**config.mk**
```make
export PLATFORM = sky130hd
export DESIGN_NAME = pixcap_top
export DESIGN_NICKNAME = d
export VERILOG_FILES = /design/src/rtl/pixcap_pkg.sv /design/src/rtl/pixcap_pairer.sv /design/src/rtl/pixcap_addr_ctr.sv /design/src/rtl/pixcap_addr_map.sv /design/src/rtl/pixcap_top.sv
export SDC_FILE = /design/constraint.sdc
export NUM_CORES = 1
export LEC_CHECK = 0
export BUFFER_PORTS_ARGS = -buffer_cell sky130_fd_sc_hd__clkbuf_2
export CAP_MARGIN = 20
export CORE_AREA = 2 2 73 75
export CTS_BUF_LIST = sky130_fd_sc_hd__clkbuf_4 sky130_fd_sc_hd__clkbuf_8
export CTS_CLUSTER_SIZE = 30
export DETAILED_ROUTE_END_ITERATION = 8
export DIE_AREA = 0 0 75 77
export HOLD_SLACK_MARGIN = 0.03
export PLACE_DENSITY_LB_ADDON = 0.15
export REMOVE_ABC_BUFFERS = 1
export SLEW_MARGIN = 15
export SYNTH_ARGS = -nofsm -noshare
export SYNTH_HDL_FRONTEND = slang
export SYNTH_HIERARCHICAL = 1
export SYNTH_SLANG_ARGS = --single-unit
```
**constraint.sdc**
```tcl
create_clock -name clk -period 3.9 [get_ports clk]
set_input_delay 0.78 -clock clk [delete_from_list [all_inputs] [get_ports clk]]
set_output_delay 0.78 -clock clk [all_outputs]
set_load 0.05 [all_outputs]
```
**src/rtl/pixcap_pkg.sv**
```systemverilog
package pixcap_pkg;

    localparam int BYTE_W      = 8;
    localparam int PIX_W       = 12;
    localparam int FRAME_AW    = 19;
    localparam int MEM_AW      = 17;

    typedef enum logic {
        MODE_FULL    = 1'b0,
        MODE_REDUCED = 1'b1
    } addr_mode_e;

    typedef struct packed {
        logic [4:0] r;
        logic [5:0] g;
        logic [4:0] b;
    } rgb565_t;

    typedef struct packed {
        logic [3:0] r;
        logic [3:0] g;
        logic [3:0] b;
    } rgb444_t;

    // first byte occupies the upper half of the 16-bit pixel
    function automatic rgb565_t join_bytes(input logic [7:0] first_b,
                                           input logic [7:0] second_b);
        return rgb565_t'({first_b, second_b});
    endfunction

    // keep the most significant four bits of every channel
    function automatic rgb444_t shrink(input rgb565_t p);
        rgb444_t q;
        q.r = p.r[4:1];
        q.g = p.g[5:2];
        q.b = p.b[4:1];
        return q;
    endfunction

    function automatic addr_mode_e pick_mode(input logic half, input logic quarter);
        return (half || quarter) ? MODE_REDUCED : MODE_FULL;
    endfunction

endpackage

```
**src/rtl/pixcap_pairer.sv**
```systemverilog
module pixcap_pairer
    import pixcap_pkg::*;
#(
    parameter int DW = BYTE_W
) (
    input  logic          clk,
    input  logic          rst,
    input  logic          frame_sync,
    input  logic          line_valid,
    input  logic [DW-1:0] pix_byte,
    output logic          pix_stb,
    output rgb565_t       pix
);
    logic          second_q;
    logic [DW-1:0] first_byte_q;
    logic          take;

    assign take = line_valid && !frame_sync;

    always_ff @(posedge clk) begin
        if (rst) begin
            second_q     <= 1'b0;
            first_byte_q <= '0;
        end else if (!take) begin
            second_q <= 1'b0;
        end else begin
            second_q <= !second_q;
            if (!second_q) first_byte_q <= pix_byte;
        end
    end

    assign pix_stb = take && second_q;
    assign pix     = join_bytes(first_byte_q, pix_byte);

endmodule

```
**src/rtl/pixcap_addr_ctr.sv**
```systemverilog
module pixcap_addr_ctr
    import pixcap_pkg::*;
#(
    parameter int AW = FRAME_AW
) (
    input  logic          clk,
    input  logic          rst,
    input  logic          frame_sync,
    input  logic          pix_stb,
    output logic [AW-1:0] wr_addr
);
    logic [AW-1:0] next_idx_q;

    always_ff @(posedge clk) begin
        if (rst) begin
            next_idx_q <= '0;
            wr_addr    <= '0;
        end else if (frame_sync) begin
            next_idx_q <= '0;
        end else if (pix_stb) begin
            wr_addr    <= next_idx_q;
            next_idx_q <= next_idx_q + 1'b1;
        end
    end

    // sync leaves the counter pointing at index zero
    p_sync_clears_r6: assert property (@(posedge clk) disable iff (rst)
        frame_sync |=> (next_idx_q == '0));

endmodule

```
**src/rtl/pixcap_addr_map.sv**
```systemverilog
module pixcap_addr_map
    import pixcap_pkg::*;
#(
    parameter int AW  = FRAME_AW,
    parameter int MAW = MEM_AW
) (
    input  logic [AW-1:0]  frame_addr,
    input  logic           sel_half,
    input  logic           sel_quarter,
    output logic [MAW-1:0] mem_addr
);
    localparam int DROP = AW - MAW;

    addr_mode_e mode;
    assign mode = pick_mode(sel_half, sel_quarter);

    generate
        if (DROP > 0) begin : g_decim
            assign mem_addr = (mode == MODE_FULL) ? frame_addr[AW-1:DROP]
                                                  : frame_addr[MAW-1:0];
        end else begin : g_flat
            logic unused_mode;
            assign unused_mode = (mode == MODE_FULL);
            assign mem_addr    = frame_addr[MAW-1:0];
        end
    endgenerate

endmodule

```
**src/rtl/pixcap_top.sv**
```systemverilog
module pixcap_top
    import pixcap_pkg::*;
#(
    parameter int DW  = BYTE_W,
    parameter int PW  = PIX_W,
    parameter int AW  = FRAME_AW,
    parameter int MAW = MEM_AW
) (
    input  logic           clk,
    input  logic           rst,
    input  logic           frame_sync,
    input  logic           line_valid,
    input  logic [DW-1:0]  pix_byte,
    input  logic           sel_half,
    input  logic           sel_quarter,
    output logic           wr_en,
    output logic [AW-1:0]  wr_addr,
    output logic [PW-1:0]  wr_data,
    output logic [MAW-1:0] mem_addr
);
    logic    pix_stb;
    rgb565_t pix;

    pixcap_pairer #(.DW(DW)) u_pair (
        .clk        (clk),
        .rst        (rst),
        .frame_sync (frame_sync),
        .line_valid (line_valid),
        .pix_byte   (pix_byte),
        .pix_stb    (pix_stb),
        .pix        (pix)
    );

    pixcap_addr_ctr #(.AW(AW)) u_ctr (
        .clk        (clk),
        .rst        (rst),
        .frame_sync (frame_sync),
        .pix_stb    (pix_stb),
        .wr_addr    (wr_addr)
    );

    pixcap_addr_map #(.AW(AW), .MAW(MAW)) u_map (
        .frame_addr  (wr_addr),
        .sel_half    (sel_half),
        .sel_quarter (sel_quarter),
        .mem_addr    (mem_addr)
    );

    always_ff @(posedge clk) begin
        if (rst) begin
            wr_en   <= 1'b0;
            wr_data <= '0;
        end else begin
            wr_en <= pix_stb;
            if (pix_stb) wr_data <= PW'(shrink(pix));
        end
    end

    // a pixel needs two bytes, so strobes never touch
    p_single_pulse_r3: assert property (@(posedge clk) disable iff (rst)
        wr_en |=> !wr_en);

    // no write follows an edge without line data
    p_idle_no_write_r9: assert property (@(posedge clk) disable iff (rst)
        !line_valid |=> !wr_en);

    // no write follows an edge inside frame sync
    p_sync_no_write_r6: assert property (@(posedge clk) disable iff (rst)
        frame_sync |=> !wr_en);

    // back-to-back pixels advance the index by one
    p_addr_step_r5: assert property (@(posedge clk) disable iff (rst)
        (wr_en && $past(wr_en, 2)) |-> (wr_addr == $past(wr_addr, 2) + 1'b1));

endmodule

```
### After elaboration in Yosys (flattened, before gate mapping)

Index checks and enable logic that the tools add are counted.

| storage, ports and cells | value |
|---|---|
| bits in writable memories | 0 |
| memory bits (read-only) | 0 |
| output and inout bits | 49 |
| register bits after elaboration | 60 |
| logic and storage cells | 21 |
| bits of input ports | 14 |
| memories kept | 0 |
| latch bits | 0 |

| cells by class | value |
|---|---|
| muxes and demuxes | 2 |
| divide/modulo/power cells | 0 |
| shift operators | 0 |
| add/sub/neg operators | 1 |
| eq/ne operators | 0 |
| reductions and logical operators | 9 |
| $mul | 0 |
| magnitude comparators | 0 |
| bitwise gates (word level) | 3 |

Operators with widths:

| cell | number |
|---|---|
| adder 19 x 1 -> 19 bit, second input constant | 1 |
| two-way mux 17 bit | 1 |
| AND reduction 2 bit | 2 |
| OR reduction 2 bit | 2 |
| inverter 1 bit | 3 |
| logical AND 1 bit | 2 |
| zero test 1 bit | 2 |
| logical OR 1 bit | 1 |
| two-way mux 1 bit | 1 |

### Logic depth before layout (Yosys ltp)

Gate-level depths: netlist (run 1).

| logic depth | value |
|---|---|
| depth after elaboration | 4 |
| depth in mapped cells | 7 |
| gate-level depth less buffers | 5 |

### Modules after synthesis

The synthesis (run 1) kept the hierarchy.

By module, submodules not included:

| module | area an instance (µm²) | times used | cells an instance | sequential area each (µm²) |
|---|---|---|---|---|
| pixcap_addr_ctr | 1497.7 | 1 | 182 | 760.7 |
| pixcap_top | 467.9 | 1 | 41 | 260.2 |
| pixcap_pairer | 465.4 | 1 | 46 | 180.2 |
| pixcap_addr_map | 260.2 | 1 | 19 | 0.0 |

### Worst setup path after synthesis (run 1)

Ideal clock, no wire load.

| timing path | value |
|---|---|
| path type | input -> register |
| from | input frame_sync |
| to | register u_ctr.next_idx_q[18] |
| library setup time | 0.070 ns |
| arrival | 2.308 ns |
| data required time | 3.830 ns |
| setup slack | 1.521 ns |
| cell stages on the path | 6 |
| path through | and3b_1 buf_4 nand4_2 or4_4 or3_1 a21oi_1 |

| on the way | value |
|---|---|
| word-level cells in the longest chain between the ends | 3 |
| elaborated cells between the ends (all ways) | 4 |
| those cells by class | reduce/logical: 4 |

RTL lines:

| element | line | text |
|---|---|---|
| start, declared | pixcap_top.sv:11 | `input logic frame_sync,` |
| zero test 1 bit | pixcap_pairer.sv:18 | `assign take = line_valid && !frame_sync;` |
| logical AND 1 bit | pixcap_pairer.sv:18 |  |
| logical AND 1 bit | pixcap_pairer.sv:32 | `assign pix_stb = take && second_q;` |
| end signal, assigned | pixcap_addr_ctr.sv:22 | `next_idx_q <= next_idx_q + 1'b1;` |
| end, declared | pixcap_addr_ctr.sv:12 | `logic [AW-1:0] next_idx_q;` |

Parallel ways exist; a longest one is shown, timed or not.
A chain may end at the register's enable or synchronous reset.

### Worst setup path after layout (run 1)

| timing path | value |
|---|---|
| from | input sel_quarter |
| to | output mem_addr[16] |

| on the way | value |
|---|---|
| word-level cells in the longest chain between the ends | 3 |

RTL lines:

| element | line | text |
|---|---|---|
| start, declared | pixcap_top.sv:15 | `input logic sel_quarter,` |
| logical OR 1 bit | pixcap_pkg.sv:41 | `return (half \|\| quarter) ? MODE_REDUCED : MODE_FULL;` |
| two-way mux 1 bit | pixcap_pkg.sv:41 |  |
| two-way mux 17 bit | pixcap_addr_map.sv:19 | `assign mem_addr = (mode == MODE_FULL) ? frame_addr[AW-1:DROP]` |
| end, declared | pixcap_top.sv:19 | `output logic [MAW-1:0] mem_addr` |

No other way between the ends.

==> out/metrics.cfg, run 1 <==
[sta]
rsz0062_at_grt=false
finalSetupViolCount=0
max-slew-margin-rel=0.4467
layout_setup_ws_ns=1.097
period_needed_ns=2.803
finClkSkew_ns=0.005238
final.period_utilization=0.7188
slew_violations=0
max_freq_ghz=0.3567
finalHoldViolCount=0
worstMarginPinSlew_ns=0.8300
final.setup.tns_ns=0

[grt]
grt_max_degree=49
antenna_found_initial=0
top_usage_layer=met1
grt_pass1_wl_mm=8.238
globalRouteTotalUtil=0.1886
gr-usage-met1=0.2622
grt.met2_usage=0.2605
met3_usage=0.05519
grt_pass1_vias=1749
grt_overflow_total=0

[placement]
gp_congestion=0.7603
portBuffers=62
preCtsSetupSlack_ns=1.081
dp_hpwl_mm=3.404

[clock_network]
insertion_delay_ns=0.33
htreeDepth=3
cts_setup_buffers=0
cts-root-buf=clkbuf_8
clk_pin_slew_ns=0.06
ctsHoldBuffers=0
clock_sinks=59
clock_path_buffers=2
cts_made_buffers=9
tritoncts=done
cts_resized=0

[cells_and_area]
nets=350
syn2layout_area_growth_pct=17.53
nFillCells=432
drive_above_1_share=0.3029
n_antenna_cell=0

[synth]
yosysWarnings=6
syn_area_mm2=0.002626
syn_inst=281
syn_avg_cell_area_um2=9.346

[floorplan]
initial_core_util=0.5277
die-width_um=75
die-area_mm2=0.005775
die-height_um=77
core_area_mm2=0.004977
num_rows=26
io_pins=63

[pwr]
ir_worst_vdd_uv=229.4
powerDensity_mw_per_mm2=386.0
leakagePower_nw=1.203

[worst_setup_path]
start_kind=input pin
cp_max_fo=17
endpoint_kind=output pin
cp_data_required_time_ns=3.12
crit_type=in2out
crit_arrival_ns=2.02

[route]
firstDrtPassIters=4
drt_iter0_drc=61
routed_wl_mm=5.038
ant_nets=0
route.detailed.drc=0
wire_per_inst_um=12.29
viasPerCell=4.920
vias=2017

[flow_run]
drv_cap=0

[min_path]
hold_class=reg2reg

[status]
status=completed

[stage by stage]
stage          instance area [µm²]  std cells  utilization  hold WS (ns)  total power [mW]
2_1_floorplan                 2475        260            -        0.4310            0.6504
3_3_place_gp                  2888        394       0.5802        0.4550            0.6704
3_5_place_dp                  2888        394       0.5802        0.4610            0.6713
4_1_cts                       3087        410       0.6202        0.4695             1.204
5_1_grt                       3087        410       0.6202        0.4888             1.236
6_report                      3087        410       0.6202        0.4737             1.191
[per-layer routing]
layer	up-vias	share of wire
li1	1055	-
met2	48	0.42
met1	904	0.51
met5	-	0
met3	10	0.043
met4	0	0.021
[layout by cell type, fill, tap and decap left out]
master / count
dfxtp_1: 59
clkbuf_4: 2
nor3_1: 1
nor4_1: 6
nor2_4: 1
xor2_1: 3
nor2_1: 24
clkinv_2: 1
nor2b_1: 2
mux2_2: 7
mux2_4: 10
buf_4: 2
and2b_1: 1
or4_4: 1
xnor2_1: 8
clkbuf_8: 13
clkbuf_2: 62
nand4_1: 7
and3b_1: 1
mux2i_1: 20
a31o_2: 1
nand2b_1: 15
nor3b_2: 1
or2_2: 1
a21oi_1: 26
nand3_1: 4
inv_1: 5
or3_1: 6
o21ai_0: 6
nand2_1: 42
nand4_2: 1
ha_1: 1
[report_power, final]
part	internal (mW)	leakage, nW	switching (mW)
registers	0.608	0.476	0.00262
logic	0.0185	0.620	0.0277
clock network	0.314	0.107	0.221
[cell type report]
cell class | count | area (µm²) | area share
Multi-Input combinational cell | 196 | 1275 | 0.4131
Sequential cell | 59 | 1181 | 0.3827
Clock buffer | 15 | 193.9 | 0.06283
Tap cell | 70 | 87.58 | 0.02837
Inverter | 5 | 18.77 | 0.006080
Clock inverter | 1 | 5.005 | 0.001621
Timing Repair Buffer | 64 | 325.3 | 0.1054
[worst max-delay path: stages]
cell and delay, ns:
clkbuf_2 0.10, nor2_4 0.49, mux2_2 0.41, clkbuf_2 0.24
[registers in the layout (all words and copies together) (netlist names)]
register,count
u_ctr/wr_addr,19
wr_en,1
u_pair/second_q,1
u_pair/first_byte_q,7
u_ctr/next_idx_q,19
wr_data,12
[worst paths after layout]
path	startpoint	endpoint	slack, ns	depth (start not counted)
setup / recovery	sel_quarter	mem_addr[16]	1.10	4
setup reg to reg	u_pair/second_q	u_ctr/next_idx_q[18]	1.84	5
hold reg to reg	u_pair/first_byte_q[6]	u_pair/first_byte_q[6]	0.47	2
hold / removal	u_pair/first_byte_q[6]	u_pair/first_byte_q[6]	0.47	2
Power figures use the tool's default switching activity.
==> inputs of run 2 (changes only) <==
==> constraint.sdc (replaced) <==
create_clock -name clk -period 2.6 [get_ports clk]
set_input_delay 0.52 -clock clk [delete_from_list [all_inputs] [get_ports clk]]
set_output_delay 0.52 -clock clk [all_outputs]
set_load 0.05 [all_outputs]
==> run 2 against run 1 <==
Sequential cell count stayed put. Register-to-register slack got worse by 1.3 ns. Wire length up 0.52%. Critical endpoint unchanged. Largest power group unchanged.
==> out/metrics.cfg, run 2 (same netlist as run 1, synthesis figures left out) <==
[status]
status=completed

[clock_network]
clock_sinks=59  ; unchanged
cts-root-buf=clkbuf_8
insertion_delay_ns=0.33  ; about the same
clk_pin_slew_ns=0.06  ; about the same
ctsHoldBuffers=0  ; unchanged
cts_resized=0  ; unchanged
clock_path_buffers=2  ; unchanged
cts_setup_buffers=0  ; unchanged
htreeDepth=3  ; unchanged
cts_made_buffers=9  ; unchanged
tritoncts=done

[cells_and_area]
final_cell_mix=clkbuf_2 (62), dfxtp_1 (59), nand2_1 (42)
multiInputGateArea_mm2=0.001275  ; unchanged
nets=353  ; +0.86%
nFillCells=467  ; +8.1%
ff_latch_area_mm2=0.001181  ; unchanged
fin_area_mm2=0.003108  ; +0.69%
drive_above_1_share=0.3090  ; +0.006097
final_common_cell=clkbuf_2
reg_top3=u_ctr/next_idx_q (19), u_ctr/wr_addr (19), wr_data (12)
syn2layout_area_growth_pct=18.34
stdcell_count=413  ; +0.73%
n_antenna_cell=0  ; unchanged

[floorplan]
core_area_mm2=0.004977  ; unchanged
die-height_um=77  ; unchanged
die-area_mm2=0.005775  ; unchanged
initial_core_util=0.5277  ; unchanged
io_pins=63  ; unchanged
die-width_um=75  ; unchanged
num_rows=26  ; unchanged

[sta]
final.period_utilization=0.8141
finalHoldViolCount=0  ; unchanged
finClkSkew_ns=0.004714  ; -0.0005240 ns
slew_violations=0  ; unchanged
period_needed_ns=2.117
max_freq_ghz=0.4724
finalSetupViolCount=0  ; unchanged
worstMarginPinSlew_ns=0.7605  ; -0.06953 ns
final.setup.tns_ns=0  ; unchanged
max-slew-margin-rel=0.4908  ; +0.04413
rsz0062_at_grt=false

[grt]
globalRouteTotalUtil=0.1859  ; -0.002771
grt_overflow_total=0  ; unchanged
antenna_found_initial=0  ; unchanged
grt_max_degree=47  ; -4.1%
grt_pass1_vias=1737  ; -0.69%
grt_pass1_wl_mm=8.045  ; -2.3%

[placement]
placed_area_mm2=0.002910  ; +0.78%
dp_hpwl_mm=3.496  ; +2.7%
dp_cells=397  ; +0.76%
gp_congestion=0.7390  ; -2.8%
portBuffers=62  ; unchanged

[worst_setup_path]
crit_type=in2out
cp_slowest_cell=mux2_2
crit_path_max_incr_delay_ns=0.37  ; -0.12 ns
cp_max_fo=17  ; unchanged
crit_chain=clkbuf_2 -> nor2_4 -> buf_4 -> mux2_2 -> clkbuf_2
crit_arrival_ns=1.60  ; -0.42 ns
cp_top_family=buffers and inverters
crit_buf_inv=3  ; +1
cp_data_required_time_ns=2.08  ; -1.04 ns
start_kind=input pin
endpoint_kind=output pin
crit_top_cell=clkbuf_2

[route]
firstDrtPassIters=4  ; unchanged
wire_per_inst_um=12.26  ; -0.21%
ant_nets=0  ; unchanged
route.detailed.drc=0  ; unchanged
routed_wl_mm=5.064  ; +0.52%
drt_iter0_drc=83  ; +36%
viasPerCell=4.981  ; +1.2%
vias=2057  ; +2.0%

[pwr]
powerDensity_mw_per_mm2=581.0  ; +51%
ir_worst_vdd_uv=391.7  ; +71%
total_power_mw=1.806  ; +52%
leakagePower_nw=1.213  ; +0.83%

[min_path]
hold_class=in2reg

[flow_run]
drv_cap=0  ; unchanged

-- run 2: layout make-up --
cell class              instances  area share
inverters                       5    0.006039
multi-input cells             196      0.4102
well taps                      70     0.02818
repair buffers                 67      0.1119
flip-flops and latches         59      0.3800
clock inverters                 5     0.01691
clock buffers                  11     0.04670
-- run 2: path summary, 6_finish.rpt --
| path | start | end | slack (ns) | cells after the start |
|---|---|---|---|---|
| worst max-delay path | sel_quarter | mem_addr[16] | 0.48 | 5 |
| worst min-delay path | rst | wr_data[2] | 0.39 | 2 |
| worst max register to register | u_ctr/next_idx_q[0] | u_ctr/next_idx_q[18] | 0.57 | 5 |
| worst min register to register | u_pair/first_byte_q[5] | u_pair/first_byte_q[5] | 0.48 | 2 |
-- run 2: metrics by stage --
| step | hold WS, ns | util | worst slack [ns] |
|---|---|---|---|
| final | 0.3897 | 0.6244 | 0.4833 |
| after global routing | 0.3748 | 0.6244 | 0.4326 |
| after CTS | 0.3799 | 0.6244 | 0.4758 |
| after detailed placement | 0.4678 | 0.5847 | 0.4623 |
| after global placement | 0.4557 | 0.5847 | 0.4949 |
| after floorplan | 0.4310 | - | -0.2263 |
-- run 2: where the power goes --
group / internal (mW) / switching (mW)
logic: 0.0295 / 0.0423
registers: 0.912 / 0.00400
clock network: 0.474 / 0.344
-- run 2: worst reg2reg max path, cell delays in order (launching register included) --
cell and delay [ns]:
dfxtp_1 0.45, ha_1 0.25, nand4_1 0.25, or4_4 0.50, or3_1 0.37, a21oi_1 0.14
-- run 2: routing by layer --
layer / up-vias / track usage / routed length, µm
met3: 8 / 0.04731 / 195
met1: 939 / 0.2579 / 2550
li1: 1067 / - / -
met4: 0 / 0.1125 / 117
met5: - / 0 / 0
met2: 43 / 0.2544 / 2200
